[src/rtl/hca_pkg.sv]
package hca_pkg;

  typedef struct packed {
    logic g;
    logic p;
  } gp_t;

  // Prefix operator: upper group absorbs lower group.
  function automatic gp_t gp_merge(gp_t hi, gp_t lo);
    gp_t r;
    r.g = hi.g | (hi.p & lo.g);
    r.p = hi.p & lo.p;
    return r;
  endfunction

  // Sum bits from half sums and the carry into each position.
  function automatic logic sum_bit(logic half, logic carry_in);
    return half ^ carry_in;
  endfunction

endpackage

[src/rtl/hca_pregen.sv]
module hca_pregen #(
  parameter int N = 16
) (
  input  logic [N-1:0] a,
  input  logic [N-1:0] b,
  input  logic         cin,
  output logic [N-1:0] gen,
  output logic [N-1:0] prop,
  output logic [N-1:0] half
);
  assign half = a ^ b;

  // Carry-in is folded into bit 0 so that G[i:0] is the carry out of bit i.
  assign gen[0]  = (a[0] & b[0]) | (half[0] & cin);
  assign prop[0] = 1'b0;

  for (genvar i = 1; i < N; i++) begin : g_bit
    assign gen[i]  = a[i] & b[i];
    assign prop[i] = half[i];
  end
endmodule

[src/rtl/hca_tree.sv]
module hca_tree
  import hca_pkg::*;
#(
  parameter int N    = 16,
  parameter int DROP = 0
) (
  input  logic [N-1:0] g_in,
  input  logic [N-1:0] p_in,
  output logic [N-1:0] grp_g,
  output logic [N-1:0] win_p
);
  localparam int LG   = $clog2(N);
  localparam int KEEP = LG - 1 - DROP;  // inner rows kept

  gp_t [N-1:0] lv [LG+1];

  for (genvar i = 0; i < N; i++) begin : g_col
    assign lv[0][i] = gp_t'{g: g_in[i], p: p_in[i]};

    // First sparse row: odd bit merges its lower neighbour.
    if (i % 2 == 1) begin : g_first
      assign lv[1][i] = gp_merge(lv[0][i], lv[0][i-1]);
    end else begin : g_first_pass
      assign lv[1][i] = lv[0][i];
    end

    // Dense rows on odd positions only; dropped rows become pass cells.
    for (genvar l = 2; l <= LG; l++) begin : g_row
      localparam int D = 1 << (l - 1);
      if ((i % 2 == 1) && (i >= D) && ((l - 1) <= KEEP)) begin : g_black
        assign lv[l][i] = gp_merge(lv[l-1][i], lv[l-1][i-D]);
      end else begin : g_white
        assign lv[l][i] = lv[l-1][i];
      end
    end

    // Last sparse row fills even positions from the odd one below.
    if ((i % 2 == 0) && (i >= 2)) begin : g_last
      gp_t fin;
      assign fin      = gp_merge(lv[LG][i], lv[LG][i-1]);
      assign grp_g[i] = fin.g;
    end else begin : g_last_pass
      assign grp_g[i] = lv[LG][i].g;
    end

    assign win_p[i] = lv[LG][i].p;
  end
endmodule

[src/rtl/hca_flag.sv]
module hca_flag #(
  parameter int N = 16,
  parameter int W = 16
) (
  input  logic [N-1:0] scar,
  input  logic [N-1:0] cex,
  input  logic [N-1:0] pwin,
  output logic         err
);
  logic [N-1:0] hit;
  logic [N-1:0] odd_m;
  logic [N-1:0] odd_hi_m;

  for (genvar i = 0; i < N; i++) begin : g_pos
    assign odd_m[i]    = (i % 2 == 1);
    assign odd_hi_m[i] = (i % 2 == 1) && (i >= W);
    if ((i % 2 == 1) && (i >= W)) begin : g_chk
      // Window [i : i-W+1] fully propagating with a real carry entering it.
      assign hit[i] = pwin[i] & cex[i-W];
    end else begin : g_none
      assign hit[i] = 1'b0;
    end
  end

  assign err = |hit;

  always_comb begin
    // flag tracks any odd-position carry that slipped
    a_r6_flag_iff_carry_slip: assert ((|((scar ^ cex) & odd_m)) == err);
    // a fully propagating window cannot also generate
    a_r6_window_exclusive: assert ((pwin & scar & odd_hi_m) == '0);
  end
endmodule

[src/rtl/hca_spec_adder.sv]
module hca_spec_adder
  import hca_pkg::*;
#(
  parameter int N    = 16,
  parameter int DROP = 0
) (
  input  logic [N-1:0] a,
  input  logic [N-1:0] b,
  input  logic         cin,
  output logic [N-1:0] sum,
  output logic         cout,
  output logic         spec_err
);
  localparam int LG = $clog2(N);
  localparam int W  = 1 << (LG - DROP);

  logic [N-1:0] gen, prop, half;
  logic [N-1:0] cex, cspec, pwin;
  logic [N-1:0] unused_exact_pwin;
  logic [N-1:0] exact_sum, spec_sum;
  logic [N:0]   cin_ex, cin_sp;

  hca_pregen #(.N(N)) u_pre (
    .a(a), .b(b), .cin(cin), .gen(gen), .prop(prop), .half(half)
  );

  hca_tree #(.N(N), .DROP(0)) u_exact (
    .g_in(gen), .p_in(prop), .grp_g(cex), .win_p(unused_exact_pwin)
  );

  hca_tree #(.N(N), .DROP(DROP)) u_spec (
    .g_in(gen), .p_in(prop), .grp_g(cspec), .win_p(pwin)
  );

  hca_flag #(.N(N), .W(W)) u_flag (
    .scar(cspec), .cex(cex), .pwin(pwin), .err(spec_err)
  );

  assign cin_ex = {cex, cin};
  assign cin_sp = {cspec, cin};

  for (genvar i = 0; i < N; i++) begin : g_sum
    assign exact_sum[i] = sum_bit(half[i], cin_ex[i]);
    assign spec_sum[i]  = sum_bit(half[i], cin_sp[i]);
  end

  assign sum  = spec_sum;
  assign cout = cspec[N-1];

  always_comb begin
    // no flag means the speculative result is the true one
    if (!spec_err)
      a_r4_quiet_means_exact: assert ({cspec[N-1], spec_sum} == {cex[N-1], exact_sum});
    // a flag is never a false alarm
    if (spec_err)
      a_r5_flag_means_wrong: assert ({cspec[N-1], spec_sum} != {cex[N-1], exact_sum});
    // the bottom window is always exact
    a_r7_low_window_exact: assert (spec_sum[W-1:0] == exact_sum[W-1:0]);
  end
endmodule

[config.mk]
export PLATFORM = sky130hd
export DESIGN_NAME = hca_spec_adder
export DESIGN_NICKNAME = d
export VERILOG_FILES = /design/src/rtl/hca_pkg.sv /design/src/rtl/hca_pregen.sv /design/src/rtl/hca_tree.sv /design/src/rtl/hca_flag.sv /design/src/rtl/hca_spec_adder.sv
export SDC_FILE = /design/constraint.sdc
export NUM_CORES = 1
export LEC_CHECK = 0
export BUFFER_PORTS_ARGS = -buffer_cell sky130_fd_sc_hd__clkbuf_2
export CORE_UTILIZATION = 48
export DETAILED_ROUTE_END_ITERATION = 6
export PLACE_DENSITY = 0.81
export SKIP_LAST_GASP = 1
export SLEW_MARGIN = 10
export SYNTH_ARGS = -nofsm -noshare
export SYNTH_HDL_FRONTEND = slang
export SYNTH_HIERARCHICAL = 1
export SYNTH_SLANG_ARGS = --single-unit
[constraint.sdc]
create_clock -name vclk -period 1.55
set_input_delay 0.0775 -clock vclk [all_inputs]
set_output_delay 0.0775 -clock vclk [all_outputs]
set_load 0.05 [all_outputs]
==> Flow_metrics.wiki, run 1 <==
{| class="wikitable"
! Metric !! Value
|-
| Error message || [ERROR DPL-0038] Utilization greater than 100%, impossible to legalize
|-
| Number of resized instances in the post-cts repair step || 48
|-
| Initial Util || 52.6%
|-
| Post CTS Setup Buffer Count || 5
|-
| Placed Area || ~1500 µm²
|-
| HPWL reported at the end of detailed placement || 3.58 mm
|-
| Status || aborted with a tool error
|-
| CTS Hold Buffers Added || 0
|-
| Post-Syn Nets || approximately 160
|-
| Vertical die dimension || between 40 and 50 µm
|-
| Row Count || 14
|-
| Die outline width || roughly 43 µm
|-
| Io pins || 51
|-
| Average footprint of a synthesized cell || between 7 and 8 µm²
|-
| Mapped Cells || 112
|-
| Exit stage || clock tree synthesis (4_1_cts)
|-
| Post-Synthesis Cell Area || around 810 µm²
|-
| YS warnings || 6
|-
| Port Buf Inserts || 50
|-
| GPL Wtd Cong || roughly 0.85
|}
-- stage by stage --
| stage | util (%) | worst slack [ns] | TNS, ns | std cells | hold WS [ns] |
|---|---|---|---|---|---|
| 2_1_floorplan | - | -0.140 | -1.03 | 112 | 0.423 |
| 3_3_place_gp | 96.3 | -0.329 | -2.75 | 182 | 0.536 |
| 3_5_place_dp | 96.3 | -0.499 | -4.69 | 182 | 0.605 |
==> inputs of run 2 (changes only) <==
--- a/config.mk
+++ b/config.mk
@@ -6,9 +6,10 @@
 export NUM_CORES = 1
 export LEC_CHECK = 0
 export BUFFER_PORTS_ARGS = -buffer_cell sky130_fd_sc_hd__clkbuf_2
-export CORE_UTILIZATION = 48
+export CORE_AREA = 2 2 63 65
 export DETAILED_ROUTE_END_ITERATION = 6
-export PLACE_DENSITY = 0.81
+export DIE_AREA = 0 0 65 67
+export PLACE_DENSITY_LB_ADDON = 0.15
 export SKIP_LAST_GASP = 1
 export SLEW_MARGIN = 10
 export SYNTH_ARGS = -nofsm -noshare
==> constraint.sdc (replaced) <==
create_clock -name vclk -period 2.02
set_input_delay 0.101 -clock vclk [all_inputs]
set_output_delay 0.101 -clock vclk [all_outputs]
set_load 0.05 [all_outputs]
==> run 2 against run 1 <==
  * The run now ends clean
  * Synthesized cell count stayed put
  * Area after synthesis unchanged
==> Flow_metrics.wiki, run 2 <==
{| class="wikitable"
! Metric !! Value
|-
| Io pins || 51 (unchanged)
|-
| Worst vdd rail ir drop || around 190 µV
|-
| HPWL reported at the end of detailed placement || 1.67 mm (-53%)
|-
| Dpl cells || 195 (+7.1%)
|-
| Detailed-route vias per instance || around 4.2
|-
| Initial drt markers || 13
|-
| Antenna Diode Count || 0
|-
| Growth of design area from synthesis to finish || 37.3%
|-
| YS warnings || 6 (unchanged)
|-
| Sort of element at the start of the critical path || input port
|-
| Number of antenna violations at the first check in global routing || 0
|-
| Detail-routed net length per standard cell || roughly 9.3 µm
|-
| Fill cell total of the finished layout || 400
|-
| Maximum achievable frequency || approximately 0.53 GHz
|-
| Vertical die dimension || 67 µm (+55%)
|-
| Final sequential cell count || 0
|-
| Final setup violating endpoints || 0
|-
| Area of the core region || between 3000 and 4000 µm²
|-
| Full die area || 4360 µm²
|-
| Final worst slack || between 0.1 and 0.15 ns
|-
| Number of nets in the layout || ~200
|-
| Total congestion overflow || 0
|-
| Leading cell types in the layout, fill and taps excluded || sky130_fd_sc_hd__clkbuf_2 (42), sky130_fd_sc_hd__ha_1 (16), sky130_fd_sc_hd__nand2_1 (12)
|-
| Max-cap violations || 0
|-
| Endpoint of the worst hold-timing path || sum[0]
|-
| Hold Path Cell Cnt || 3
|-
| Average footprint of a synthesized cell || 7.24 µm² (unchanged)
|-
| Data arrival time of the critical path || around 1.8 ns
|-
| Most common library cell in the layout ignoring fill and taps || sky130_fd_sc_hd__clkbuf_2
|-
| Maximum number of pins on one net before global-route repair || 6
|-
| Port Buf Inserts || 50 (unchanged)
|-
| Total GRT Usage || around 8%
|-
| Fraction of layout cells with a size suffix above 1 || around 44%
|-
| Final max-slew violation count || 0
|-
| Leakage power of the design || 0.585 nW
|-
| First-pass GRT wire length || between 2 and 3 mm
|-
| Worst min path class || in2out
|-
| Maximum cell stage delay along the critical path || between 0.2 and 0.3 ns
|-
| GPL Wtd Cong || 0.811 (-4.4%)
|-
| CTS Hold Buffers Added || 0 (unchanged)
|-
| Row Count || 22 (+8)
|-
| Via count of the first global-routing pass || 755
|-
| Worst Setup Path Type || in2out
|-
| Crit path buffers/inverters || 2
|-
| Period Utilization, post-route || about 94%
|-
| Critical path data required time || 1.92 ns
|-
| Status || completed
|-
| Cell with the largest stage delay on the worst path || sky130_fd_sc_hd__ha_1
|-
| Worst setup EP type || output pin
|-
| Initial Util || 22.5% (-30 points)
|-
| Crit path max fanout || 3
|-
| Time the final worst path needs with I/O delays and setup || 1.90 ns
|-
| Drt drc || 0
|-
| Final std cells w/o fill || between 150 and 200
|-
| Count of clock-net buffers in the final layout || 0
|-
| Die outline width || 65 µm (+51%)
|-
| Series of cell instances along the critical path || clkbuf_2, ha_1, a21o_1, a21oi_2, o21ai_1, a21o_1, a21o_1, xor2_2, buf_2
|-
| Wire length after detailed routing || ~1.8 mm
|-
| CP dominant cell by count || sky130_fd_sc_hd__a21o_1
|-
| Cell area power density || between 500 and 600 nW/µm²
|-
| DP Worst Slack || -0.0183 ns (+0.481 ns)
|-
| Mapped Cells || 112 (unchanged)
|-
| Setup repair after global routing missed its margin || true
|-
| ANT nets after route || 0
|-
| Final hold violation count || 0
|-
| Sequential cell area || 0 µm²
|-
| Post-Syn Nets || 161 (unchanged)
|-
| Area of combinational cells with multiple inputs || 729 µm²
|-
| Final core utilization || 30.9%
|-
| Hold wc startpoint || cin
|-
| Final total negative setup slack || 0 ns
|-
| Number of optimization iterations in the first detailed-route pass || 4
|-
| Overall via count from detail_route || 811
|-
| Family with the most delay on the worst path || compound AO/OA/AOI/OAI gates
|-
| Post-Synthesis Cell Area || 811 µm² (unchanged)
|}
## run 2: layout make-up
class | count | area share, %
Multi-Input combinational cell | 90 | 65.5
Inverter | 5 | 1.69
Tap cell | 48 | 5.39
Timing Repair Buffer | 52 | 27.4
## run 2: per-layer routing
layer / track usage [%] / wire, µm / vias up
met1: 10.9 / 827 / 344
met2: 14.9 / 858 / 28
met4: 0 / 0 / 0
met5: 0 / 0 / -
met3: 0.507 / 128 / 0
li1: - / - / 439
## run 2: metrics by stage
step                      area (µm²)  total power, mW  hold slack (ns)
after floorplan                  863            0.525            0.474
after global placement          1090            0.653            0.585
after detailed placement        1090            0.654            0.597
after CTS                       1090            0.659            0.598
after global routing            1110            0.708            0.616
final                           1110            0.665            0.594
## run 2: what timing repair did
item / 4_1_cts / 5_1_grt
gates resized for setup: 1 / 10
endpoints found under the setup margin: 1 / 8
hold endpoints to repair: 0 / 0
setup buffers: 0 / 0
## run 2: worst max path at each step
stage / from / end / slack, ns / cells after the start
2_1_floorplan: a[8] / sum[15] / -0.03 / 7
6_report: a[0] / sum[11] / 0.12 / 9
5_1_grt: a[0] / sum[13] / -0.009 / 9
3_5_place_dp: a[0] / sum[13] / -0.02 / 9
4_1_cts: a[0] / sum[8] / 0.02 / 9
3_3_place_gp: a[0] / sum[13] / 0.02 / 9
## run 2: report_power, final
group	internal [mW]	switching, mW
clock	0	0
combinational	0.215	0.450
sequential	0	0
total	0.215	0.450
Power figures use the tool's default switching activity.
